### src/rtl/slicer_pkg.sv
package slicer_pkg;
    typedef enum logic [1:0] {
        PH_IDLE     = 2'd0,
        PH_NOISE    = 2'd1,
        PH_PREAMBLE = 2'd2,
        PH_SLICE    = 2'd3
    } phase_t;
endpackage

### src/rtl/slicer_phase_fsm.sv
module slicer_phase_fsm
    import slicer_pkg::*;
(
    input  logic   clk,
    input  logic   rst_n,
    input  logic   frame_start,
    input  logic   noise_en,
    input  logic   pre_en,
    input  logic   data_en,
    input  logic   noise_last,
    input  logic   pre_last,
    output phase_t phase,
    output logic   noise_take,
    output logic   pre_take,
    output logic   data_take
);
    phase_t phase_nx;

    // state register
    always_ff @(posedge clk) begin
        if (!rst_n) phase <= PH_IDLE;
        else        phase <= phase_nx;
    end

    // transitions; a frame start overrides everything
    always_comb begin
        phase_nx = phase;
        if (frame_start) begin
            phase_nx = PH_NOISE;
        end else begin
            unique case (phase)
                PH_IDLE:     phase_nx = PH_IDLE;
                PH_NOISE:    if (noise_last) phase_nx = PH_PREAMBLE;
                PH_PREAMBLE: if (pre_last)   phase_nx = PH_SLICE;
                PH_SLICE:    phase_nx = PH_SLICE;
            endcase
        end
    end

    // outputs: only the enable of the current phase is accepted
    always_comb begin
        noise_take = 1'b0;
        pre_take   = 1'b0;
        data_take  = 1'b0;
        unique case (phase)
            PH_IDLE:     ;
            PH_NOISE:    noise_take = noise_en && !frame_start;
            PH_PREAMBLE: pre_take   = pre_en   && !frame_start;
            PH_SLICE:    data_take  = data_en  && !frame_start;
        endcase
    end
endmodule

### src/rtl/energy_accum.sv
module energy_accum #(
    parameter int EW        = 4,
    parameter int TRAIN_LEN = 8,
    parameter bit MEAN      = 1'b0,
    parameter int OUT_W     = EW
) (
    input  logic             clk,
    input  logic             rst_n,
    input  logic             clr,
    input  logic             take,
    input  logic [EW-1:0]    energy,
    output logic             last,
    output logic [OUT_W-1:0] result
);
    localparam int LOG2  = $clog2(TRAIN_LEN);
    localparam int SUM_W = EW + LOG2;
    localparam int CNT_W = $clog2(TRAIN_LEN + 1);

    logic [SUM_W-1:0] sum;
    logic [CNT_W-1:0] cnt;
    logic             done;

    assign last = take && !done && (cnt == CNT_W'(TRAIN_LEN - 1));

    always_ff @(posedge clk) begin
        if (!rst_n || clr) begin
            sum  <= '0;
            cnt  <= '0;
            done <= 1'b0;
        end else if (take && !done) begin
            sum <= sum + SUM_W'(energy);
            cnt <= cnt + 1'b1;
            if (last) done <= 1'b1;
        end
    end

    generate
        if (MEAN) begin : g_mean
            assign result = done ? sum[SUM_W-1:LOG2] : '0;
        end else begin : g_total
            assign result = done ? sum : '0;
        end
    endgenerate
endmodule

### src/rtl/bit_decider.sv
module bit_decider #(
    parameter int EW = 4
) (
    input  logic          clk,
    input  logic          rst_n,
    input  logic          clr,
    input  logic          take,
    input  logic [EW-1:0] energy,
    input  logic [EW-1:0] threshold,
    output logic          dec_bit,
    output logic          dec_valid
);
    always_ff @(posedge clk) begin
        if (!rst_n) begin
            dec_bit   <= 1'b0;
            dec_valid <= 1'b0;
        end else if (clr) begin
            dec_valid <= 1'b0;
        end else begin
            dec_valid <= take;
            if (take) dec_bit <= (energy > threshold);
        end
    end
endmodule

### src/rtl/energy_slicer.sv
module energy_slicer
    import slicer_pkg::*;
#(
    parameter int EW        = 4,
    parameter int TRAIN_LEN = 8
) (
    input  logic                              clk,
    input  logic                              rst_n,
    input  logic                              frame_start,
    input  logic                              noise_en,
    input  logic                              pre_en,
    input  logic                              data_en,
    input  logic [EW-1:0]                     energy,
    output logic [EW-1:0]                     noise_avg,
    output logic [EW+$clog2(TRAIN_LEN)-1:0]   pre_total,
    output logic [EW-1:0]                     threshold,
    output logic                              dec_bit,
    output logic                              dec_valid
);
    localparam int LOG2  = $clog2(TRAIN_LEN);
    localparam int SUM_W = EW + LOG2;

    phase_t phase;
    logic   noise_take, pre_take, data_take;
    logic   noise_last, pre_last;

    slicer_phase_fsm u_fsm (
        .clk        (clk),
        .rst_n      (rst_n),
        .frame_start(frame_start),
        .noise_en   (noise_en),
        .pre_en     (pre_en),
        .data_en    (data_en),
        .noise_last (noise_last),
        .pre_last   (pre_last),
        .phase      (phase),
        .noise_take (noise_take),
        .pre_take   (pre_take),
        .data_take  (data_take)
    );

    energy_accum #(.EW(EW), .TRAIN_LEN(TRAIN_LEN), .MEAN(1'b1), .OUT_W(EW)) u_noise (
        .clk   (clk),
        .rst_n (rst_n),
        .clr   (frame_start),
        .take  (noise_take),
        .energy(energy),
        .last  (noise_last),
        .result(noise_avg)
    );

    energy_accum #(.EW(EW), .TRAIN_LEN(TRAIN_LEN), .MEAN(1'b0), .OUT_W(SUM_W)) u_pre (
        .clk   (clk),
        .rst_n (rst_n),
        .clr   (frame_start),
        .take  (pre_take),
        .energy(energy),
        .last  (pre_last),
        .result(pre_total)
    );

    // mean per symbol over the even alternating run: a right shift
    assign threshold = pre_total[SUM_W-1:LOG2];

    bit_decider #(.EW(EW)) u_dec (
        .clk      (clk),
        .rst_n    (rst_n),
        .clr      (frame_start),
        .take     (data_take),
        .energy   (energy),
        .threshold(threshold),
        .dec_bit  (dec_bit),
        .dec_valid(dec_valid)
    );
endmodule

### config.mk
export PLATFORM = sky130hd
export DESIGN_NAME = energy_slicer
export DESIGN_NICKNAME = d
export VERILOG_FILES = /design/src/rtl/slicer_pkg.sv /design/src/rtl/slicer_phase_fsm.sv /design/src/rtl/energy_accum.sv /design/src/rtl/bit_decider.sv /design/src/rtl/energy_slicer.sv
export SDC_FILE = /design/constraint.sdc
export NUM_CORES = 1
export LEC_CHECK = 0
export ABC_CLOCK_PERIOD_IN_PS = 1900
export CAP_MARGIN = 10
export CELL_PAD_IN_SITES_DETAIL_PLACEMENT = 2
export CELL_PAD_IN_SITES_GLOBAL_PLACEMENT = 2
export CORE_MARGIN = 4
export CORE_UTILIZATION = 32
export CTS_BUF_LIST = sky130_fd_sc_hd__clkbuf_8
export DETAILED_ROUTE_END_ITERATION = 12
export DONT_BUFFER_PORTS = 1
export PLACE_DENSITY_LB_ADDON = 0.1
export SLEW_MARGIN = 20
export SYNTH_ARGS = -nofsm -noshare
export SYNTH_HDL_FRONTEND = slang
export SYNTH_SLANG_ARGS = --single-unit
### constraint.sdc
create_clock -name clk -period 1.9 [get_ports clk]
set_input_delay 0.38 -clock clk [delete_from_list [all_inputs] [get_ports clk]]
set_output_delay 0.38 -clock clk [all_outputs]
set_load 0.02 [all_outputs]
# == After elaboration in Yosys (flattened, before gate mapping) ==
# Index checks and enable logic that the tools add are counted.
# word_totals
elab_cells,54
latch_bits,0
n_memories,0
regBits,28
out_inout_bits,17
romBits,0
ramBits,0
# classes
div_mod_pow,0
multipliers,0
n_addsub,4
n_eq_ne,9
bitwise_logic,2
shift,0
reduce_logical,19
n_mux,9
n_lt_le_gt_ge,1
# op_table
op,n
7-bit by 4-bit adder with 7-bit output,2
2-bit AND reduction,5
4-bit by 1-bit adder with 4-bit output (second input constant),2
4-bit by 3-bit == test with 1-bit output (second input constant),2
2-bit one-hot mux with 4 select lines,1
1-bit logical AND,7
7-bit two-way mux,1
3-bit != test (second input constant),2
2-bit == test (second input constant),2
4-bit greater-than comparator,1
1-bit zero test,4
1-bit two-way mux,4
2-bit two-way mux,2
4-bit two-way mux,1
2-bit != test (second input constant),2
2-bit by 1-bit == test with 1-bit output (second input constant),1
2-bit zero test,1
1-bit NOT,2
2-bit OR reduction,1
1-bit logical OR,1

# == Depth between registers and ports, before layout ==
# Gate-level depths: netlist (run 1).
# depth
word_depth,8
depth_mapped,7
ltp_nobuf,7

# == Modules after synthesis ==
# Synthesis (run 1) repeated with hierarchy kept, for this count alone.
# unflattened
cells_unflattened,207
area_unflattened_um2,1820.5
# modules_own_cells
module,area_per_inst_um2,n_inst,cells_per_inst,seq_area_each_um2
energy_accum at u_pre,760.7,1,88,240.2
energy_accum at u_noise,738.2,1,84,240.2
bit_decider,183.9,1,21,40.0
slicer_phase_fsm,107.6,1,10,40.0
energy_slicer,30.0,1,4,0.0

# == Least setup slack after synthesis (run 1) ==
# Ideal clock, no wire load.
# synth_timing
path_type,input to register
startpoint,in energy[0]
endpoint,reg u_pre.sum[4]
path_stages,7
setup_ps,74
arrival_ps,1679
slack_ps,147
t_required_ps,1826
path_buffers,0
cell_sequence,ha_1 inv_1 fa_1 nor2b_1 o21ai_0 a2111o_1 o21ai_0
# synth_between
elab_chain_len,1
# synth_lines
item,line,source
start: declaration,energy_slicer.sv:13,"input logic [EW-1:0] energy,"
7-bit by 4-bit adder with 7-bit output,energy_accum.sv:31,sum <= sum + SUM_W'(energy);
end signal: assignment,energy_accum.sv:31,
end: declaration,energy_accum.sv:19,logic [SUM_W-1:0] sum;
# Every way passes these cells.
# A chain may end at the register's enable or synchronous reset.

# == Worst setup path after layout (run 1) ==
# layout_timing
startpoint,reg u_pre.sum[0]
endpoint,reg u_pre.sum[4]
# layout_between
elab_chain_len,1
# layout_lines
item,line
7-bit by 4-bit adder with 7-bit output,energy_accum.sv:31
# Every way passes these cells.

==> results of run 1 <==
-- worst max path at each step --
| stage | start | endpoint | slack, ns | cells past startpoint |
|---|---|---|---|---|
| final | u_pre.sum[0] | u_pre.sum[4] | 0.09 | 7 |
| after global routing | u_pre.sum[0] | u_pre.sum[4] | 0.006 | 7 |
| after CTS | u_noise.sum[0] | u_noise.sum[6] | 0.02 | 7 |
| after detailed placement | energy[0] | u_noise.sum[6] | -0.0007 | 7 |
| after global placement | energy[0] | u_pre.sum[4] | 0.07 | 7 |
| after floorplan | energy[0] | u_pre.sum[4] | 0.15 | 7 |
-- layout by cell type (no fill, tap or decap), types with 4 or more instances in the layout --
cell	count
a211oi_1	6
a21oi_1	12
and2_1	9
buf_4	6
dfxtp_1	28
ha_1	12
inv_1	14
mux2i_1	4
nand2_1	25
nand2b_1	6
nand3_1	5
nor2_1	13
o21ai_0	4
xnor2_1	5
-- flip-flops by register name, summed over array words and instances (netlist names) --
register and flops:
u_noise.done 1, u_noise.sum 7, u_noise.cnt 4, u_pre.cnt 4, u_pre.done 1, u_dec.dec_valid 1, u_dec.dec_bit 1, u_fsm.phase 2
u_pre.sum 7
-- stage by stage --
| step | util [%] | worst slack (ns) | TNS (ns) | cells |
|---|---|---|---|---|
| 4_1_cts | 36.8 | 0.0239 | 0 | 256 |
| 2_1_floorplan | - | 0.147 | 0 | 189 |
| 3_5_place_dp | 35.4 | -0.000668 | -0.000668 | 252 |
| 5_1_grt | 37.1 | 0.00557 | 0 | 256 |
| 6_report | 37.1 | 0.0917 | 0 | 256 |
| 3_3_place_gp | 35.4 | 0.0654 | 0 | 252 |
-- layout make-up --
| cell class | count | area, µm² | share of cell area, % |
|---|---|---|---|
| clock buffer | 3 | 41.3 | 2.30 |
| clock inverter | 1 | 30.0 | 1.67 |
| inverter | 14 | 52.6 | 2.92 |
| multi-input combinational | 137 | 985 | 54.8 |
| sequential | 28 | 561 | 31.2 |
| tap | 67 | 83.8 | 4.66 |
| timing repair buffer | 6 | 45.0 | 2.51 |
-- cells in the mapped netlist (4+ instances only) --
cell type   n  share of area (%)
mux2i_1     4                2.4
nand3_1     5                1.5
nand2_1    25                5.7
inv_1      14                3.2
o21ai_0     6                1.8
nand2b_1    6                2.3
ha_1       14                 11
and2_1      9                3.4
nor2_1     13                3.0
xnor2_1     5                2.7
a21oi_1    12                3.7
dfxtp_1    28                 34
a211oi_1    7                3.2
buf_4       5                2.3
-- timing repair --
| action | 4_1_cts | 5_1_grt |
|---|---|---|
| resized for setup | 1 | 5 |
| pin swaps | 0 | 1 |
| setup endpoints to repair | 2 | 4 |
| cloned | 0 | 0 |
-- layer usage --
layer | up-vias | part of all wire (%) | global-route usage [%]
met4 | 0 | 0.44 | 2.41
met3 | 2 | 2.7 | 3.05
li1 | 644 | - | -
met2 | 18 | 52 | 28.7
met1 | 669 | 44 | 16.5
met5 | - | 0 | 0
-- worst reg2reg max path, cell delays in order, from the launching register on --
cell and delay, ns:
dfxtp_1 0.37, ha_2 0.21, inv_1 0.05, fa_1 0.40, nor2b_1 0.14, o21ai_1 0.12, a2111o_1 0.42, o21ai_0 0.06
-- cell families (layout without fill, tap and decap cells) --
group                    after synthesis  after routing  share of synthesized area (%)
flip-flops                            28             28                           34.1
AND/OR/NAND/NOR                       70             70                           22.6
adder cells (fa/ha/maj)               16             16                           13.1
multiplexers                           4              4                           2.43
XOR/XNOR                               8              8                           4.26
AO/OA/AOI/OAI                         39             39                           16.7
buffers and inverters                 24             24                           6.84
-- power groups by stage --
stage / Sequential [W] / Combinational [W] / Clock (W)
floorplan: 0.000606 / 0.0000511 / 0
global placement: 0.000607 / 0.0000679 / 0
detailed placement: 0.000607 / 0.0000717 / 0
CTS: 0.000593 / 0.0000726 / 0.000500
global route: 0.000594 / 0.0000808 / 0.000530
finish: 0.000593 / 0.0000718 / 0.000483
==> run metrics, run 1 <==
Vias=1,333; clock net sink count=28; Clk pwr share=42.1%; Hold Fails Final Rpt=0; final net count=216; # port buffers=0; Crit Path Max Fanout=3; Worst R2R Path Depth=7; first-pass GRT wire length=7270 µm; Die ar.=6350 µm²; dpl hpwl=3530 µm; Max stage delay cell, worst path=a2111o_1; share of flip-flops with an asynchronous set or reset=0%; status=complete, no violations; Syn Inst Count=189; layout cells sized above 1=9.52%; number of global-route vias before repair=1,514; Max Clk Rate=553 MHz; crit share post-route=95.2%; clock-pin slew of the registers on the worst-case setup and hold paths=0.11 ns; Synth cell types=37; Syn Area/Cell=8.71 µm²; R2R Path Start=u_pre.sum[0]; total chip power=0.00115 W; #FFs+latches synth=28; # diodes=0; final instance area=1800 µm²; cts-stage hold buffer count=0; Worst Skew=0.0155 ns; Power Density=639 nW/µm²; Post-Synthesis Cell Area=1650 µm²; Initial Utilization=33.9%; P&R area growth vs syn=9.28%; DRC=0; Hold WS=0.218 ns; slew margin rel.=70.9%; critical path, cell by cell=ha_2, inv_1, fa_1, nor2b_1, o21ai_1, a2111o_1, o21ai_0; Detailed Route WL=4310 µm; Net Sw Power=0.000245 W; row count=25; dpl cell area=1710 µm²; # IOs=27; Detailed Routing Iterations Pass 1=4; critical path class=register to register; worst reg2reg endpoint=u_pre.sum[4]; sequential power share=51.7%; Tightest Hold Check Type=primary input to register; Gate power share=6.3%; RePlAce Congestion=0.822; Iter 0 DRT Violations=40; final setup fails=0; Pleak=0.669 nW; antenna viol nets, final=0; Hold Path Sink=u_fsm.phase[0]; R2R Setup Slk=0.09 ns; switching portion of total power=21.4%; post-layout min period=1.81 ns; Skew-Pair Late Insertion Delay=0.28 ns; overall global routing resource usage=14.8%; crit-path leading delay family=compound AO/OA/AOI/OAI gates; CTS root buffer=clkbuf_8; Critical Path AT=2.03 ns; Avg Vias per Cell=5.21; Ys Warns=0; Worst Setup Start Kind=register; wire per inst=16.8 µm; worst hold path depth=1; number of setup buffers added after CTS=0; CTS tree=done; die width=79.7 µm; peak supply drop=334 µV; initial antenna violation count=0; CTS Buffer Depth=2; WP buf/inv=1; Post-synth EDFFs=0; Int Pwr=0.000903 W; max-slew violations=0; slowest stage delay, CP=0.42 ns; crit end category=register; hold_sp=rst_n; largest net degree at the start of global routing=17; Synth Flop Type=dfxtp_1; # fillers=538; core area=4850 µm²; Max-Cap Viols=0; grt ovf=0; RSZ-0062 raised after global routing=false; DIE HEIGHT=79.7 µm; sequential share of the synthesized area=34.1%; htree depth=1; Worst EP required=2.12 ns; cts bufs inserted=3; Synth Net Count=215; Worst Max-Slew Pin Slew=0.437 ns
Note: power is estimated with default switching activity, not from simulation.
==> run 2, diff against run 1 <==
Settings changed: HOLD_SLACK_MARGIN from default to 0.02, PLACE_DENSITY from default to 0.69, PLACE_DENSITY_LB_ADDON 0.1 to default.
==> run metrics, run 2 (synthesized netlist as in run 1, its figures left out) <==
status=complete, no violations; RSZ-0062 raised after global routing=false; most common cell after layout, fill and taps aside=dfxtp_1; Vias=1,325 (-0.60%); post-layout min period=1.81 ns (+0.00358 ns); Max-Cap Viols=0 (unchanged); Initial Utilization=33.9% (unchanged); top flop regs=u_noise.sum x7, u_pre.sum x7; Avg Vias per Cell=5.20 (-0.21%); cts-stage hold buffer count=0 (unchanged); worst hold path depth=1 (unchanged); crit share post-route=95.4% (+0.19 points); number of global-route vias before repair=1,518 (+0.26%); setup ws final=0.0881 ns (-0.00358 ns); P&R area growth vs syn=9.20% (about the same); Power Density=644 nW/µm² (+0.78%); R2R Setup Slk=0.09 ns (about the same); clock-pin slew of the registers on the worst-case setup and hold paths=0.11 ns (about the same); first-pass GRT wire length=7580 µm (+4.2%); row count=25 (unchanged); peak supply drop=240 µV (-28%); Critical Path AT=2.02 ns (about the same); RePlAce Congestion=0.742 (-9.7%); largest net degree at the start of global routing=17 (unchanged); # diodes=0 (unchanged); worst reg2reg endpoint=u_pre.sum[4]; htree depth=1 (unchanged); Worst EP required=2.11 ns (about the same); crit end category=register; Hold Fails Final Rpt=0 (unchanged); CTS tree=done; # port buffers=0 (unchanged); dpl hpwl=3470 µm (-1.9%); Worst Skew=0.00367 ns (-0.0118 ns); DIE HEIGHT=79.7 µm (unchanged); grt ovf=0 (unchanged); Pleak=0.669 nW (about the same); Tightest Hold Check Type=primary input to register; antenna viol nets, final=0 (unchanged); Worst Setup Start Kind=register; hold_sp=rst_n; Max Clk Rate=552 MHz (-0.20%); Iter 0 DRT Violations=44 (+10%); die width=79.7 µm (unchanged); cts bufs inserted=3 (unchanged); wire per inst=17.2 µm (+1.9%); overall global routing resource usage=15.2% (+0.45 points); Skew-Pair Late Insertion Delay=0.28 ns (about the same); max-slew violations=0 (unchanged); clock net sink count=28 (unchanged); initial antenna violation count=0 (unchanged); CTS root buffer=clkbuf_8; layout cells sized above 1=10.6% (+1.1 points); Crit Path Max Fanout=3 (unchanged); slew margin rel.=61.0% (-9.9 points); setup TNS=0 ns (unchanged); # IOs=27 (unchanged); DRC=0 (unchanged); Die ar.=6350 µm² (unchanged); Worst Max-Slew Pin Slew=0.585 ns (+0.148 ns); CTS Buffer Depth=2 (unchanged); final net count=215 (-0.46%); Worst R2R Path Depth=7 (unchanged); final setup fails=0 (unchanged); total chip power=0.00116 W (+0.71%); Detailed Routing Iterations Pass 1=4 (unchanged); # fillers=557 (+3.5%); Hold Path Sink=u_fsm.phase[0]; R2R Path Start=u_pre.sum[0]; Detailed Route WL=4380 µm (+1.5%); critical path class=register to register; post-place setup slack=-0.0539 ns (-0.0532 ns); commonest non-fill, non-tap cells in the layout=dfxtp_1, nand2_1, inv_1; core area=4850 µm² (unchanged)
[run 2: cell types whose count changed in the layout (fill, tap and decap cells not counted)]
cell	previous run	this run
fa_1	1	0
o21ai_2	0	1
ha_2	2	1
dfxtp_2	0	2
dfxtp_1	28	26
buf_4	6	5
fa_2	1	2
o21ai_1	2	1
ha_1	12	13
[run 2: worst max-delay path, stage by stage (launching register included)]
cell and delay (ns):
dfxtp_2 0.36, ha_1 0.19, inv_1 0.08, fa_2 0.36
nor2b_1 0.14, o21ai_1 0.12, a2111o_1 0.42, o21ai_0 0.08
[run 2: per-stage QoR]
stage	hold WS, ns	util, %	cells	instance area (µm²)
3_3_place_gp	0.453	35.2	251	1710
3_5_place_dp	0.466	35.2	251	1710
2_1_floorplan	0.436	-	189	1650
6_report	0.213	37.1	255	1800
4_1_cts	0.205	36.8	255	1780
5_1_grt	0.208	37.1	255	1800
[run 2: worst max-delay path by stage]
stage	from	end	slack, ns
2_1_floorplan	energy[0]	u_pre.sum[4]	0.15
3_3_place_gp	energy[0]	u_noise.sum[6]	0.06
3_5_place_dp	energy[0]	u_noise.sum[6]	-0.05
4_1_cts	u_pre.sum[0]	u_pre.sum[4]	0.01
5_1_grt	u_pre.sum[0]	u_pre.sum[4]	0.01
6_report	u_pre.sum[0]	u_pre.sum[4]	0.09
[run 2: what timing repair did]
| item | in CTS | in global routing |
|---|---|---|
| buffers inserted | 0 | 0 |
| gates resized for setup | 4 | 5 |
| setup endpoints to repair | 3 | 4 |
| pin swaps | 1 | 1 |
| hold endpoints to repair | 0 | 0 |
[run 2: report_power, final]
| part | total, W | switching (W) | internal, W |
|---|---|---|---|
| clock | 0.000492 | 0.000209 | 0.000283 |
| combinational | 0.0000706 | 0.0000413 | 0.0000293 |
| sequential | 0.000594 | 0.00000387 | 0.000590 |
| total | 0.00116 | 0.000255 | 0.000902 |
[run 2: cell type report]
type	count	area [µm²]	area share [%]
clock buffers	3	41.3	2.30
inverters	14	52.6	2.92
multi-input cells	137	988	55.0
clock inverters	1	30.0	1.67
repair buffers	5	37.5	2.09
well taps	67	83.8	4.67
flip-flops and latches	28	563	31.3
[run 2: per-layer routing]
metal	track usage, %	wire length [µm]
met5	0	0
met4	4.81	43
met3	2.03	140
met2	28.5	2330
met1	17.6	1860
==> run 3, diff against run 2 <==
Settings changed: BUFFER_PORTS_ARGS from default to -buffer_cell sky130_fd_sc_hd__buf_2, DONT_BUFFER_PORTS 1 to default, PLACE_DENSITY 0.69 to 0.77.
==> run metrics, run 3 (synthesized netlist as in run 1, its figures left out) <==
status=complete, no violations; Tightest Hold Check Type=primary input to register; # diodes=0 (unchanged); antenna viol nets, final=0 (unchanged); Hold WS=0.374 ns (+0.160 ns); worst reg2reg endpoint=u_noise.sum[4]; wire per inst=17.0 µm (-0.91%); dpl hpwl=3690 µm (+6.5%); Critical Path AT=1.99 ns (-0.03 ns); RSZ-0062 raised after global routing=false; Crit Path Max Fanout=3 (unchanged); clock net sink count=28 (unchanged); CTS Buffer Depth=2 (unchanged); Hold Fails Final Rpt=0 (unchanged); peak supply drop=243 µV (+1.2%); slew margin rel.=63.2% (+2.3 points); grt ovf=0 (unchanged); number of setup buffers added after CTS=0 (unchanged); Vias=1,456 (+9.9%); R2R Setup Slk=0.12 ns (+0.04 ns); critical path class=register to register; Max Clk Rate=563 MHz (+2.0%); CTS root buffer=clkbuf_8; top flop regs=u_noise.sum x7, u_pre.sum x7; WP depth=7 (unchanged); CP Launch Point=u_noise.sum[0]; final setup fails=0 (unchanged); Layout Cells excl Fill=285 (+12%); critical path, cell by cell=ha_1, inv_1, fa_1, nor2b_1, o21ai_1, a2111o_1, o21ai_0; clock-pin slew of the registers on the worst-case setup and hold paths=0.10 ns (about the same); Worst Setup Start Kind=register; Detailed Route WL=4850 µm (+11%); initial antenna violation count=0 (unchanged); crit share post-route=93.5% (-1.9 points); P&R area growth vs syn=18.6%; largest net degree at the start of global routing=17 (unchanged); first-pass GRT wire length=8140 µm (+7.5%); Worst Max-Slew Pin Slew=0.551 ns (-0.0339 ns); final net count=245 (+14%); post-layout min period=1.78 ns (-0.0359 ns); Iter 0 DRT Violations=72 (+64%); Max-Cap Viols=0 (unchanged); met3 GRT Util=2.14% (+0.11 points); Max stage delay cell, worst path=a2111o_1; die width=79.7 µm (unchanged); crit-path leading delay family=compound AO/OA/AOI/OAI gates; setup TNS=0 ns (unchanged); Global Route met1 Usage=18.6% (+0.96 points); Hold Path Sink=u_fsm.phase[0]; Power Density=598 nW/µm² (-7.1%); max-slew violations=0 (unchanged); commonest non-fill, non-tap cells in the layout=dfxtp_1, buf_2, nand2_1; Die ar.=6350 µm² (unchanged); core area=4850 µm² (unchanged); dpl cells=281 (+12%); hold_sp=rst_n; overall global routing resource usage=16.5% (+1.3 points); layout cells sized above 1=21.6% (+11 points); cts bufs inserted=3 (unchanged); WP buf/inv=1 (unchanged); Worst EP required=2.11 ns (about the same); most common cell after layout, fill and taps aside=dfxtp_1; # IOs=27 (unchanged); Skew-Pair Late Insertion Delay=0.28 ns (about the same); slowest stage delay, CP=0.42 ns (about the same); worst hold path depth=2 (+1); row count=25 (unchanged); Initial Utilization=33.9% (unchanged); # port buffers=26 (+26); met2 usage=32.4% (+3.8 points); R2R Path Start=u_noise.sum[0]; CTS tree=done; number of global-route vias before repair=1,619 (+6.7%); Avg Vias per Cell=5.11 (-1.7%); Most Crowded Layer GR=met2; DRC=0 (unchanged); Detailed Routing Iterations Pass 1=3 (-1); Pleak=0.820 nW (+23%); htree depth=1 (unchanged); RePlAce Congestion=0.802 (+8.0%); Worst Skew=0.00208 ns (-0.00159 ns); Worst R2R Path Depth=7 (unchanged); DIE HEIGHT=79.7 µm (unchanged); crit end category=register
run 3: how the worst max path moves through the flow:
stage / endpoint
2_1_floorplan: u_pre.sum[4]
6_report: u_noise.sum[4]
3_3_place_gp: u_pre.sum[4]
4_1_cts: u_pre.sum[4]
5_1_grt: u_pre.sum[4]
3_5_place_dp: u_noise.sum[6]
run 3: worst reg2reg max path, stage by stage, from the launching register on:
cell and delay (ns):
dfxtp_1 0.36, ha_1 0.17, inv_1 0.05, fa_1 0.39
nor2b_1 0.13, o21ai_1 0.11, a2111o_1 0.42, o21ai_0 0.07
run 3: what timing repair did:
action	CTS	global route
hold buffers	0	0
gates resized for setup	3	3
pin swaps	0	1
endpoints found under the setup margin	3	3
run 3: cell type report:
type                    instances  area [µm²]
flip-flops and latches         28         562
inverters                      14        52.6
multi-input cells             137         983
well taps                      67        83.8
clock inverters                 1        30.0
repair buffers                 35         198
clock buffers                   3        41.3
fillers                       568        2900
run 3: power breakdown:
part | total, W | internal, W | switching, W
clock | 0.000480 | 0.000282 | 0.000198
sequential | 0.000594 | 0.000590 | 0.00000431
combinational | 0.0000921 | 0.0000381 | 0.0000540
total | 0.00117 | 0.000910 | 0.000256
run 3: through the flow:
step / power, W / worst slack, ns / utilization (%) / instance area (µm²)
after floorplan: 0.000657 / 0.147 / - / 1650
after detailed placement: 0.000698 / -0.172 / 38.5 / 1870
final: 0.00117 / 0.124 / 40.2 / 1950
after CTS: 0.00118 / 0.0390 / 40.1 / 1940
after global placement: 0.000692 / -0.0248 / 38.5 / 1870
after global routing: 0.00122 / 0.0342 / 40.2 / 1950
run 3: metal layers:
metal / up-vias / wire length (µm)
met5: - / 0
met4: 0 / 46
met3: 4 / 139
met2: 20 / 2610
met1: 730 / 2050
li1: 702 / -
